[src/rtl/pwrup_pkg.sv]
package pwrup_pkg;

  typedef enum logic [2:0] {
    CMD_DESEL,
    CMD_NOP,
    CMD_PRE_ALL,
    CMD_REFRESH,
    CMD_MRS,
    CMD_EMRS
  } cmd_e;

  localparam int unsigned LAST_STEP      = 6;
  localparam int unsigned DLL_RESET_STEP = 2;

  // {cs_n, ras_n, cas_n, we_n}
  function automatic logic [3:0] cmd_pins(cmd_e c);
    case (c)
      CMD_NOP:     return 4'b0111;
      CMD_PRE_ALL: return 4'b0010;
      CMD_REFRESH: return 4'b0001;
      CMD_MRS,
      CMD_EMRS:    return 4'b0000;
      default:     return 4'b1111;
    endcase
  endfunction

  function automatic cmd_e step_cmd(logic [2:0] step);
    case (step)
      3'd0, 3'd3: return CMD_PRE_ALL;
      3'd1:       return CMD_EMRS;
      3'd4, 3'd5: return CMD_REFRESH;
      default:    return CMD_MRS;
    endcase
  endfunction

endpackage

[src/rtl/pwrup_cmd_drive.sv]
module pwrup_cmd_drive #(
  parameter int ADDR_W = 13,
  parameter int BA_W   = 2
) (
  input  pwrup_pkg::cmd_e    cmd,
  input  logic               dll_reset_bit,
  input  logic [2:0]         burst_len_code,
  input  logic               burst_interleave,
  input  logic [2:0]         cas_lat_code,
  output logic               cs_n,
  output logic               ras_n,
  output logic               cas_n,
  output logic               we_n,
  output logic [BA_W-1:0]    ba,
  output logic [ADDR_W-1:0]  addr
);
  import pwrup_pkg::*;

  localparam int DLL_RST_BIT = 8;
  localparam int ALL_BANK_BIT = 10;

  function automatic logic [ADDR_W-1:0] mode_addr(logic [2:0] bl, logic bt,
                                                  logic [2:0] cl, logic dllr);
    logic [ADDR_W-1:0] a;
    a = '0;
    a[2:0] = bl;
    a[3] = bt;
    a[6:4] = cl;
    a[DLL_RST_BIT] = dllr;
    return a;
  endfunction

  always_comb begin
    {cs_n, ras_n, cas_n, we_n} = cmd_pins(cmd);
    ba   = '0;
    addr = '0;
    case (cmd)
      CMD_PRE_ALL: addr[ALL_BANK_BIT] = 1'b1;
      CMD_MRS:     addr = mode_addr(burst_len_code, burst_interleave,
                                    cas_lat_code, dll_reset_bit);
      CMD_EMRS:    ba = BA_W'(1);   // A0 = 0 keeps the DLL enabled
      default: ;
    endcase
  end

endmodule

[src/rtl/pwrup_dll_lock.sv]
module pwrup_dll_lock #(
  parameter int T_LOCK = 200
) (
  input  logic clk,
  input  logic rst,
  input  logic start,
  output logic locked
);
  localparam int W = $clog2(T_LOCK + 1);

  logic [W-1:0] elapsed;

  always_ff @(posedge clk) begin
    if (rst)
      elapsed <= '0;
    else if (start)
      elapsed <= W'(1);
    else if (elapsed != '0 && elapsed != W'(T_LOCK))
      elapsed <= elapsed + 1'b1;
  end

  assign locked = (elapsed == W'(T_LOCK));

endmodule

[src/rtl/sdram_powerup_seq.sv]
module sdram_powerup_seq #(
  parameter int T_STARTUP  = 20000,
  parameter int T_RP       = 3,
  parameter int T_MRD      = 2,
  parameter int T_RFC      = 10,
  parameter int T_DLL_LOCK = 200,
  parameter int ADDR_W     = 13,
  parameter int BA_W       = 2
) (
  input  logic              clk,
  input  logic              rst,
  input  logic [2:0]        burst_len_code,
  input  logic              burst_interleave,
  input  logic [2:0]        cas_lat_code,
  output logic              cke,
  output logic              cs_n,
  output logic              ras_n,
  output logic              cas_n,
  output logic              we_n,
  output logic [BA_W-1:0]   ba,
  output logic [ADDR_W-1:0] addr,
  output logic              init_done,
  output logic              read_allowed
);
  import pwrup_pkg::*;

  localparam int MAX_A = (T_STARTUP > T_RFC) ? T_STARTUP : T_RFC;
  localparam int MAX_B = (MAX_A > T_RP) ? MAX_A : T_RP;
  localparam int MAX_T = (MAX_B > T_MRD) ? MAX_B : T_MRD;
  localparam int CNT_W = $clog2(MAX_T + 1);

  typedef enum logic [2:0] {ST_START, ST_WAKE, ST_ISSUE, ST_GAP, ST_READY} st_e;

  st_e              state;
  logic [2:0]       step;
  logic [CNT_W-1:0] cnt;

  function automatic logic [CNT_W-1:0] gap_len(logic [2:0] s);
    case (s)
      3'd0, 3'd3: return CNT_W'(T_RP);
      3'd4, 3'd5: return CNT_W'(T_RFC);
      default:    return CNT_W'(T_MRD);
    endcase
  endfunction

  // named events for the checker
  logic start_end, gap_end, cmd_issue, dll_reset_issue, lock_done;
  cmd_e cur_cmd;

  assign start_end       = (cnt == CNT_W'(T_STARTUP - 1));
  assign gap_end         = (cnt >= gap_len(step) - 1'b1);
  assign cmd_issue       = (state == ST_ISSUE);
  assign dll_reset_issue = cmd_issue && (step == 3'(DLL_RESET_STEP));

  always_ff @(posedge clk) begin
    if (rst) begin
      state <= ST_START;
      step  <= '0;
      cnt   <= '0;
    end else begin
      case (state)
        ST_START: if (start_end) state <= ST_WAKE;
                  else           cnt   <= cnt + 1'b1;
        ST_WAKE: begin
          state <= ST_ISSUE;
          step  <= '0;
        end
        ST_ISSUE: begin
          state <= ST_GAP;
          cnt   <= CNT_W'(1);
        end
        ST_GAP: begin
          if (gap_end) begin
            if (step == 3'(LAST_STEP)) state <= ST_READY;
            else begin
              state <= ST_ISSUE;
              step  <= step + 1'b1;
            end
          end else begin
            cnt <= cnt + 1'b1;
          end
        end
        default: state <= ST_READY;
      endcase
    end
  end

  always_comb begin
    case (state)
      ST_START: cur_cmd = CMD_DESEL;
      ST_ISSUE: cur_cmd = step_cmd(step);
      default:  cur_cmd = CMD_NOP;
    endcase
  end

  assign cke       = (state != ST_START);
  assign init_done = (state == ST_READY);

  pwrup_cmd_drive #(.ADDR_W(ADDR_W), .BA_W(BA_W)) u_drive (
    .cmd              (cur_cmd),
    .dll_reset_bit    (step == 3'(DLL_RESET_STEP)),
    .burst_len_code   (burst_len_code),
    .burst_interleave (burst_interleave),
    .cas_lat_code     (cas_lat_code),
    .cs_n             (cs_n),
    .ras_n            (ras_n),
    .cas_n            (cas_n),
    .we_n             (we_n),
    .ba               (ba),
    .addr             (addr)
  );

  pwrup_dll_lock #(.T_LOCK(T_DLL_LOCK)) u_lock (
    .clk    (clk),
    .rst    (rst),
    .start  (dll_reset_issue),
    .locked (lock_done)
  );

  assign read_allowed = init_done && lock_done;

endmodule

[config.mk]
export PLATFORM = sky130hd
export DESIGN_NAME = sdram_powerup_seq
export DESIGN_NICKNAME = d
export VERILOG_FILES = /design/src/rtl/pwrup_pkg.sv /design/src/rtl/pwrup_cmd_drive.sv /design/src/rtl/pwrup_dll_lock.sv /design/src/rtl/sdram_powerup_seq.sv
export SDC_FILE = /design/constraint.sdc
export NUM_CORES = 1
export LEC_CHECK = 0
export BUFFER_PORTS_ARGS = -buffer_cell sky130_fd_sc_hd__buf_4
export CORE_UTILIZATION = 57
export DETAILED_ROUTE_END_ITERATION = 16
export PLACE_DENSITY = 0.83
export SYNTH_ARGS = -nofsm -noshare
export SYNTH_HDL_FRONTEND = slang
export SYNTH_SLANG_ARGS = --single-unit
[constraint.sdc]
create_clock -name clk -period 3.1 [get_ports clk]
set_clock_uncertainty 0.05 [all_clocks]
set_input_delay 0 -clock clk [delete_from_list [all_inputs] [get_ports clk]]
set_output_delay 0 -clock clk [all_outputs]
set_load 0.02 [all_outputs]
==> summary.md <==
| Metric | Value |
|---|---|
| Status | `finished clean` |
| Reg power frac | `0.538` |
| Critical Path RT | `roughly 3300 ps` |
| Area growth syn-to-layout | `12.1%` |
| Post-synthesis mux area share | `0.0705` |
| Root buf cell | `clkbuf_4` |
| Warnings, synthesis | `0` |
| Via count | `~1800` |
| Pwr dens | `approximately 320 mW/mm²` |
| Synth Cell Area | `roughly 0.002 mm²` |
| Non-Filler Cell Area, Final | `0.00225 mm²` |
| Port Buffer Count | `25` |
| Yosys reg bits | `29` |
| Period utilization | `0.926` |
| Final Max Tran Viols | `0` |
| Starting Density | `0.596` |
| Number of synthesized flops with an enable pin | `0` |
| Synth Area in Compound Gates | `0.133` |
| P_int | `between 500 and 600 µW` |
| Die ar. | `0.00376 mm²` |
| Crit-path max FO | `19` |
| Relative slew slack | `0.481` |
| Critical Path Start Type | `register` |
| # rows | `21` |
| DRC viols | `0` |
| Chip width | `61.3 µm` |
| Number of vias per cell | `5.65` |
| Reg-to-reg critical path endpoint | `step[1]` |
| WL per Instance | `between 10 and 15 µm` |
| CTS tree | `yes` |
| Max cap viols | `0` |
| Post-DP HPWL | `a little over 3000 µm` |
| Dpl cell area | `between 0.002 and 0.0025 mm²` |
| Synth top area share | `0.290` |
| Gr ovfl total | `0` |
| XOR/XNOR share of the synthesized area | `0.0262` |
| Synth Area in Adders | `0.0687` |
| Comb power frac | `0.080` |
| Routability cong. | `roughly 0.86` |
| Simple-Gate Fraction of Synth Area | `0.341` |
| R2R setup slack | `230 ps` |
| Sw Pwr | `between 150 and 200 µW` |
| Post-Route WL | `approximately 4100 µm` |
| Layout Nets | `roughly 290` |
| Layout cell share with drive strength beyond 1 | `0.201` |
| Antenna violations before repair | `0` |
| Antenna-violating nets left | `0` |
| Non-Filler Instances | `314` |
| Max Root-Sink Buffers | `2` |
| Final Hold Vio Count | `0` |
| Critical path origin | `step[2]` |
| Num ports | `31` |
| Total Power | `717 µW` |
| Hold Path Class | `in -> out` |
| Cts repair resizes | `0` |
| Min-delay src | `cas_lat_code[1]` |
| Reg2Reg Depth | `9` |
| R2R Path Start | `step[2]` |
| Vias in the first global route | `~1500` |
| Fin Setup TNS | `0 ps` |
| Fmax | `between 300 and 400 MHz` |
| RSZ-0062 raised after global routing | `false` |
| Syn_area_per_cell | `approximately 8.2 µm²` |
| Pin count of the biggest net entering global routing | `27` |
| Crit. End Element | `register` |
| Sequential-to-total area share from yosys stat | `0.290` |
| Largest family of logic cells by synthesized area | `simple AND/OR/NAND/NOR gates` |
| Setup CP Type | `reg -> reg` |
| TritonRoute pass-1 iters | `4` |
| CP endpoint | `step[1]` |
| Total track usage | `0.243` |
| Height of the die | `61.3 µm` |
| # setup viols final | `0` |
| Pleak | `between 0.0009 and 0.001 µW` |
| Cell accounting for the most synthesized area | `dfxtp_1` |
| Worst slew pin tran | `~780 ps` |
| Switch share | `0.253` |
| DRT iter0 DRCs | `134` |
| Number of instances in the placed design | `approximately 310` |
| Arr. time, crit path | `slightly above 3000 ps` |
| Setup Buffers After CTS | `0` |
| Clk pin slew, worst setup/hold paths | `90 ps` |
| Gate Count Post-Synth | `243` |
| ANT cells | `0` |
| Area contributors post-synth | `dfxtp_1 29%, ha_1 6.9%, mux2i_1 6.5%, a21oi_1 4.5%, nor2_1 4.5%` |
| Clock latency on the worst-skew pair | `roughly 340 ps` |
| Core ar. | `0.00336 mm²` |
| Netlist cell types | `48` |
| Final Critical Period | `about 2900 ps` |
| Num CTS Buffers | `5` |
| Peak VDD IR | `roughly 0.20 mV` |
| CTS H-tree lvls | `2` |
| Clock share of power | `0.382` |
| First-pass GRT wire length | `roughly 6700 µm` |
| Clock sinks | `29` |
| Most used DFF post-synth | `dfxtp_1` |
| Post-synth ARST share | `0` |
-- critical path, cell delays in order, from the launching register on --
cell and delay, ps:
dfxtp_1 490, inv_1 160, ha_1 260, nor2_1 160, ha_1 260, nor2b_1 130
o31ai_1 380, nand4_4 350, and4b_4 320, o32ai_1 200
-- power groups by stage --
stage / logic [µW] / registers [µW] / clock network (µW)
6_report: 57.6 / 385 / 274
5_1_grt: 66.3 / 386 / 301
3_3_place_gp: 54.8 / 394 / 0
2_1_floorplan: 47.0 / 392 / 0
3_5_place_dp: 57.0 / 394 / 0
4_1_cts: 58.1 / 385 / 277
-- Yosys cell counts (all sizes together), types with 2 or more instances --
cell type / number
o211ai: 2
and4: 5
nand4: 6
or2: 2
clkbuf: 5
nand2: 23
nand3: 13
ha: 11
dfxtp: 29
o21ai: 6
mux2i: 13
xnor2: 4
and2: 9
buf: 8
xor2: 2
nor3: 5
o31ai: 2
a21o: 2
or4: 2
o32ai: 2
or3: 14
inv: 9
and3: 6
nor2: 24
a21oi: 22
and2b: 2
a211oi: 2
-- through the flow --
step	setup WS [ps]	utilization	hold slack, ps
after floorplan	684	-	133
after CTS	238	0.668	256
after global routing	17.0	0.668	282
after global placement	340	0.644	254
after detailed placement	261	0.644	256
final	230	0.668	256
-- registers in the layout, summed over array words and instances (netlist names) --
register	cells
cnt	15
u_lock.elapsed	8
state	3
step	3
-- worst min-delay path by stage --
stage / end / slack, ps / depth (start not counted)
finish: addr[5] / 260 / 3
global route: addr[5] / 280 / 3
floorplan: addr[0] / 130 / 1
CTS: addr[5] / 260 / 3
global placement: addr[2] / 250 / 3
detailed placement: addr[5] / 260 / 3
-- repair_timing --
item	CTS	global route
endpoints found under the setup margin	0	1
endpoints found under the hold margin	5	0
hold buffers	1	0
-- cell usage in the layout, fill, tap and decap left out, types with 11 or more instances in the layout --
| master | synthesis | final |
|---|---|---|
| a21oi_1 | 18 | 18 |
| dfxtp_1 | 29 | 29 |
| buf_4 | 6 | 26 |
| nand3_1 | 13 | 13 |
| ha_1 | 11 | 11 |
| or3_1 | 13 | 13 |
| nand2_1 | 23 | 23 |
| mux2i_1 | 13 | 13 |
| nor2_1 | 24 | 24 |
-- cell families (layout without fill, tap and decap cells) --
family | after synthesis | after routing
adder cells (fa/ha/maj) | 11 | 11
other | 1 | 5
XOR/XNOR | 6 | 6
AO/OA/AOI/OAI | 41 | 41
buffers and inverters | 23 | 44
multiplexers | 14 | 14
AND/OR/NAND/NOR | 118 | 118
flip-flops | 29 | 29
-- per-layer routing --
metal,vias up,part of all wire,track usage
met5,-,0,0
met1,799,0.48,0.319
met4,0,0.018,0.0942
met2,57,0.44,0.388
li1,909,-,-
met3,9,0.059,0.0567
-- cell type report --
cell class,instances,area (µm²)
multi-input cells,195,1300
fillers,287,1120
flip-flops and latches,29,581
repair buffers,27,205
clock buffers,7,65.1
well taps,46,57.6
inverters,9,33.8
clock inverters,1,5.00
Power figures use the tool's default switching activity.
